`src/rtl/period_err_cnt.sv`:
```
module period_err_cnt #(
  parameter int W = 16
) (
  input  logic         clk,
  input  logic         rst_n,
  input  logic         ref_pulse,
  input  logic         cnt_en,
  input  logic         edge_sel,
  input  logic [W-1:0] preset_val,
  input  logic         flag_rd,
  input  logic         flag_wr,
  input  logic         flag_wdata,
  output logic [W-1:0] err_out,
  output logic         err_valid,
  output logic         ovf_flag,
  output logic         period_irq
);
  localparam logic [W-1:0] MIN_V = {1'b1, {(W-1){1'b0}}};
  localparam logic [W-1:0] MAX_P = {1'b0, {(W-1){1'b1}}};

  logic [2:0]   sync_q;
  logic [W-1:0] cnt;
  logic         stopped;
  logic         clr_tok;

  wire rise    = sync_q[1] & ~sync_q[2];
  wire fall    = ~sync_q[1] & sync_q[2];
  wire evt     = edge_sel ? rise : fall;
  wire at_min  = (cnt == MIN_V);
  wire ovf_set = ~evt & cnt_en & ~stopped & at_min;
  wire clr_ok  = flag_wr & ~flag_wdata & clr_tok;

  always_ff @(posedge clk or negedge rst_n)
    if (!rst_n) sync_q <= '0;
    else        sync_q <= {sync_q[1:0], ref_pulse};

  always_ff @(posedge clk or negedge rst_n)
    if (!rst_n) begin
      cnt     <= '0;
      stopped <= 1'b0;
    end else if (evt) begin
      cnt     <= preset_val;
      stopped <= 1'b0;
    end else if (cnt_en && !stopped) begin
      if (at_min) stopped <= 1'b1;
      else        cnt     <= cnt - 1'b1;
    end

  always_ff @(posedge clk or negedge rst_n)
    if (!rst_n) begin
      err_out    <= '0;
      err_valid  <= 1'b0;
      period_irq <= 1'b0;
    end else begin
      err_valid  <= evt;
      period_irq <= evt | ovf_set;
      if (evt) err_out <= at_min ? MAX_P : (~cnt + 1'b1);
    end

  always_ff @(posedge clk or negedge rst_n)
    if (!rst_n) begin
      ovf_flag <= 1'b0;
      clr_tok  <= 1'b0;
    end else begin
      if (ovf_set)     ovf_flag <= 1'b1;
      else if (clr_ok) ovf_flag <= 1'b0;
      if (flag_wr)                  clr_tok <= 1'b0;
      else if (flag_rd && ovf_flag) clr_tok <= 1'b1;
    end

  AST_PRESET_LOAD: assert property (@(posedge clk) disable iff (!rst_n)
    evt |=> cnt == $past(preset_val));

  AST_STOP_HOLD: assert property (@(posedge clk) disable iff (!rst_n)
    (stopped && !evt) |=> (cnt == $past(cnt)));

  AST_VALID_SINGLE: assert property (@(posedge clk) disable iff (!rst_n)
    err_valid |=> !err_valid);

  AST_IRQ_WITH_VALID: assert property (@(posedge clk) disable iff (!rst_n)
    err_valid |-> period_irq);

  AST_SET_WINS: assert property (@(posedge clk) disable iff (!rst_n)
    ovf_set |=> ovf_flag);

  AST_FLAG_STICKY: assert property (@(posedge clk) disable iff (!rst_n)
    (ovf_flag && !flag_wr) |=> ovf_flag);
endmodule

```
`config.mk`:
```
export PLATFORM = sky130hd
export DESIGN_NAME = period_err_cnt
export DESIGN_NICKNAME = d
export VERILOG_FILES = /design/src/rtl/period_err_cnt.sv
export SDC_FILE = /design/constraint.sdc
export NUM_CORES = 1
export LEC_CHECK = 0
export BUFFER_PORTS_ARGS = -buffer_cell sky130_fd_sc_hd__buf_2
export CAP_MARGIN = 20
export CORE_ASPECT_RATIO = 1.75
export CORE_MARGIN = 2
export CORE_UTILIZATION = 48
export DETAILED_ROUTE_END_ITERATION = 8
export GPL_ROUTABILITY_DRIVEN = 0
export HOLD_SLACK_MARGIN = 0.06
export PLACE_DENSITY = 0.71
export SYNTH_ARGS = -nofsm -noshare
export SYNTH_HDL_FRONTEND = slang
export SYNTH_SLANG_ARGS = --single-unit
```
`constraint.sdc`:
```
create_clock -name clk -period 2.7 [get_ports clk]
set_input_delay 0.54 -clock clk [delete_from_list [all_inputs] [get_ports clk]]
set_output_delay 0.54 -clock clk [all_outputs]
set_load 0.02 [all_outputs]
```
==> results of run 1 <==
==> critical path: stages (launching register included) <==
cell	delay, ns
dfrtp_1	0.46
or4_1	0.67
or4_4	0.59
nand2_1	0.29
o22a_1	0.20
==> sequential cells by signal (all words and copies together) (netlist names) <==
name,count
err_out,16
period_irq,1
ovf_flag,1
stopped,1
clr_tok,1
err_valid,1
cnt,16
sync_q,3
==> logic make-up after synthesis <==
| group | count (synthesis) | share of synthesized area |
|---|---|---|
| buffers and inverters | 19 | 0.0558 |
| DFF | 40 | 0.465 |
| adders and majority gates | 2 | 0.0116 |
| muxes | 2 | 0.0105 |
| xor gates and xnor gates | 9 | 0.0366 |
| and+or+nand+nor | 96 | 0.237 |
| AOI/OAI and AO/OA | 55 | 0.184 |
==> metrics by stage <==
step                      area [um2]  std cells
after global placement          2380        308
after floorplan                 2150        223
after CTS                       2470        315
after global routing            2470        315
final                           2470        315
after detailed placement        2380        308
==> report_power, final <==
| group | internal (mW) | total (mW) | switching, mW |
|---|---|---|---|
| clock network | 0.227 | 0.426 | 0.198 |
| logic | 0.220 | 0.536 | 0.316 |
| registers | 0.724 | 0.872 | 0.148 |
| total | 1.17 | 1.83 | 0.662 |
==> final cells by class <==
type | instances | area, um2
sequential | 40 | 1000
timing repair buffer | 49 | 263
clock buffer | 7 | 96.3
inverter | 4 | 15.0
fill | 428 | 1890
multi-input combinational | 164 | 1030
tap | 51 | 63.8
==> layer usage <==
| layer | share of wire | vias up | wire [um] |
|---|---|---|---|
| met3 | 0.034 | 5 | 164 |
| met2 | 0.54 | 34 | 2600 |
| met5 | 0 | - | 0 |
| li1 | - | 901 | - |
| met1 | 0.41 | 857 | 1990 |
| met4 | 0.017 | 0 | 81 |
==> cell usage in the layout (no fill, tap or decap), types with 5 or more instances in the layout <==
cell / count
nor2_1: 26
o31ai_1: 6
nor3_1: 6
dfrtp_1: 40
clkbuf_8: 7
nor4_1: 5
or4_1: 9
a21oi_1: 6
nand2_1: 19
a31oi_1: 15
buf_4: 7
buf_2: 42
xor2_1: 6
o22a_1: 7
o21ai_0: 7
nand3_1: 8
or3_1: 8
==> path summary, 6_finish.rpt <==
path,from,end,slack [ns]
worst max register to register,cnt[11],err_out[5],0.42
worst min-delay path,ref_pulse,sync_q[0],0.35
min in group asynchronous,rst_n,cnt[8],0.36
worst min register to register,sync_q[0],sync_q[1],0.35
max in group asynchronous,rst_n,sync_q[2],1.78
worst max-delay path,cnt[11],err_out[5],0.42
==> metrics.txt, run 1 <==
status completed; Synth Net Count 249; cts hold-fix bufs 0; worst hold slack 0.348 ns; num rows 32; crit end category register; Setup WS post-layout 0.424 ns; Hold Fails Final Rpt 0; top cell type's share of synthesized area 0.465; total power draw 1.83 mW; Skew-Pair Late Insertion Delay 0.29 ns; VDD IR max 0.457 mV; Async SR Flop Fraction 1.00; cells on worst reg2reg path 4; DRC violations left 0; Initial DRT Pass Iterations 4; Antenna diodes 0; CTS resizes 0; Core Area 4360 um2; WL per Instance 15.3 um; CTS sink count 40; Final setup viols 0; Final Util 0.567; Worst setup SP type register; postcts setup bufs 0; Post-synth EDFFs 0; share of cells above drive strength 1 0.265; CTS max path bufs 2; RSZ-0062 raised after global routing no; clock tree from TritonCTS yes; worst relative slew slack 0.412; period utilization 0.843; Mapped Area 2150 um2; WP data required 2.93 ns; top_reg_cell synth dfrtp_1; Max-Cap Viols 0; gr busiest metal met2; largest net degree at the start of global routing 41; GRT Residual Overflow 0; GR Util met3 0.0435; Layout Nets 290; Hold Path Cell Cnt 1; worst-path maximum fanout 8; first-pass GRT wire length 8.14 mm; Antenna Nets Post-Route 0; PwrDens 742 nW/um2; area leader, netlist dfrtp_1; I/O Pins 43; placed wire-length estimate 3.46 mm; post-synthesis sequential area ratio 0.465; min-delay worst type input port to register; Critical Path AT 2.51 ns; Die H 92.6 um; Avg Inst Size Synth 9.65 um2; #FFs+latches synth 40; GR Util met2 0.359; met1 usage 0.268; post-place setup slack 0.462 ns; f_max 439 MHz; initial antenna violation count 0; Syn. warnings 0; leakage 1.03 nW; Worst Skew 0.00203 ns; total negative slack 0 ns; final worst path period need 2.28 ns; Iteration-0 DRC Markers 32; Detailed Route WL 4.83 mm; Crit Path Category register to register; Cell variety after synth 41; H-tree Lvls 2; vias in the first global route 1769; Clock transition at path regs 0.07 ns; Die Wd 54.6 um; number of buffers created by CTS 5; Area growth syn-to-layout 14.9%; via count 1797; root buffer cell clkbuf_8; synth top area cells dfrtp_1 (47%), nor2_1 (4.7%), a31oi_1 (4.4%); Post-Synthesis Cells 223; Max Slew Vio Count 0; port buffer count 42; number of vias per cell 5.70; most frequent cell after synthesis dfrtp_1; GR Util All Layers 0.218; Initial Utilization 0.493; top cells by count, synth dfrtp_1 (40), nor2_1 (27), nand2_1 (19); Least-Margin Pin Slew 0.881 ns; Die ar. 5060 um2
(Power assumes the default switching activity.)
==> run 2, diff against run 1 <==
Clock period 2.7 ns to 2.2 ns, I/O delays scaled along.
==> metrics.txt, run 2 (synthesis results as in run 1) <==
port buffer count 42 (unchanged); Crit Path Category register to register; GRT Residual Overflow 0 (unchanged); Skew-Pair Late Insertion Delay 0.30 ns (about the same); Critical R2R Launch cnt[11]; worst-path maximum fanout 21 (+13); Max-Cap Viols 0 (unchanged); vias in the first global route 1890 (+6.8%); FF-to-FF End cnt[11]; Least-Margin Pin Slew 0.688 ns (-0.193 ns); Antenna Nets Post-Route 0 (unchanged); number of vias per cell 5.75 (+0.73%); Area growth syn-to-layout 24.1%; min-delay worst type input port to asynchronous set/reset pin; postcts setup bufs 0 (unchanged); WP data required 2.36 ns (-0.57 ns); cells on worst reg2reg path 5 (+1); routed wl met2 2.91 mm (+12%); Die H 92.6 um (unchanged); I/O Pins 43 (unchanged); placed wire-length estimate 3.95 mm (+14%); cts hold-fix bufs 0 (unchanged); number of buffers created by CTS 5 (unchanged); GR Util All Layers 0.241 (+0.0235); crit end category register; num rows 32 (unchanged); Iteration-0 DRC Markers 27 (-16%); DRC violations left 0 (unchanged); post-place setup slack 0.0328 ns (-0.429 ns); met3 routed WL 142 um (-13%); RSZ-0062 raised after global routing no; Max Slew Vio Count 0 (unchanged); Core Area 4360 um2 (unchanged); total negative slack 0 ns (unchanged); worst hold slack 0.148 ns (-0.200 ns); root buffer cell clkbuf_8; Hold Fails Final Rpt 0 (unchanged); Worst setup SP type register; Setup WS post-layout 0.145 ns (-0.279 ns); Die Wd 54.6 um (unchanged); share of cells above drive strength 1 0.320 (+0.0553); largest registers cnt (16), err_out (16), sync_q (3); WL per Instance 15.7 um (+2.1%); top layer in use met4; worst relative slew slack 0.537 (+0.125); PwrDens 955 nW/um2 (+29%); largest net degree at the start of global routing 35 (-15%); Antenna diodes 0 (unchanged); CTS resizes 0 (unchanged); Initial Utilization 0.493 (unchanged); placed insts 328 (+6.5%); Die ar. 5060 um2 (unchanged); final worst path period need 2.06 ns (-0.221 ns); Detailed Route WL 5.25 mm (+8.6%); Final setup viols 0 (unchanged); via count 1925 (+7.1%); filler-free cell count of the finished design 335 (+6.3%); worst setup path end cnt[11]; Critical Path AT 2.21 ns (-0.30 ns); commonest non-fill, non-tap cell in the layout buf_2; first-pass GRT wire length 8.80 mm (+8.1%); CTS sink count 40 (unchanged); period utilization 0.934 (+0.0912); status completed; FF-to-FF setup slack 0.14 ns (-0.28 ns); Layout Nets 310 (+6.9%); Initial DRT Pass Iterations 4 (unchanged); met1 WL 2.00 mm (+0.76%); CTS max path bufs 2 (unchanged); H-tree Lvls 2 (unchanged); leakage 1.15 nW (+11%); VDD IR max 0.652 mV (+43%); Setup crit start cnt[11]; Clock transition at path regs 0.08 ns (about the same); initial antenna violation count 0 (unchanged); f_max 487 MHz (+11%); commonest non-fill, non-tap cells in the layout buf_2 (42), dfrtp_1 (40), nor2_1 (26), buf_4 (26), nand2_1 (18); Worst Skew 0.00562 ns (+0.00360 ns); clock tree from TritonCTS yes
run 2: cell types whose count changed in the layout (fill, tap and decap cells not counted), sizes merged:
cell,change
clkbuf,-2
buf,+20
bufinv,+2
run 2: critical path, stage by stage (launching register included):
cell and delay (ns):
dfrtp_1 0.38, or4_1 0.64, o41ai_4 0.47, buf_12 0.20, or3_1 0.13, a31oi_2 0.09
run 2: power by group:
| group | switching, mW | internal (mW) | total (mW) |
|---|---|---|---|
| registers | 0.0938 | 0.889 | 0.983 |
| logic | 0.510 | 0.348 | 0.859 |
| clock network | 0.261 | 0.447 | 0.707 |
run 2: worst min-delay path by stage:
| stage | startpoint | to | slack [ns] | cells past startpoint |
|---|---|---|---|---|
| 4_1_cts | rst_n | cnt[10] | 0.16 | 1 |
| 3_5_place_dp | sync_q[0] | sync_q[1] | 0.34 | 0 |
| 6_report | rst_n | cnt[2] | 0.15 | 1 |
| 3_3_place_gp | sync_q[0] | sync_q[1] | 0.33 | 0 |
| 2_1_floorplan | rst_n | clr_tok | 0.14 | 0 |
| 5_1_grt | rst_n | cnt[5] | 0.20 | 1 |
run 2: cell type report:
cell class | count | area [um2]
clock buffer | 5 | 68.8
clock inverter | 2 | 60.1
fill | 406 | 1690
inverter | 4 | 15.0
multi-input combinational | 164 | 1040
sequential | 40 | 1000
tap | 51 | 63.8
timing repair buffer | 69 | 425
run 2: stage by stage:
step	utilization	cell area [um2]	power [mW]
after floorplan	-	2150	1.53
after global placement	0.582	2540	1.84
after detailed placement	0.582	2540	1.86
after CTS	0.611	2670	2.57
after global routing	0.612	2670	2.70
final	0.612	2670	2.55
run 2: per-layer routing:
| layer | GRT usage | vias up |
|---|---|---|
| met5 | 0 | - |
| li1 | - | 946 |
| met4 | 0.125 | 0 |
| met2 | 0.415 | 41 |
| met3 | 0.0339 | 15 |
| met1 | 0.271 | 923 |
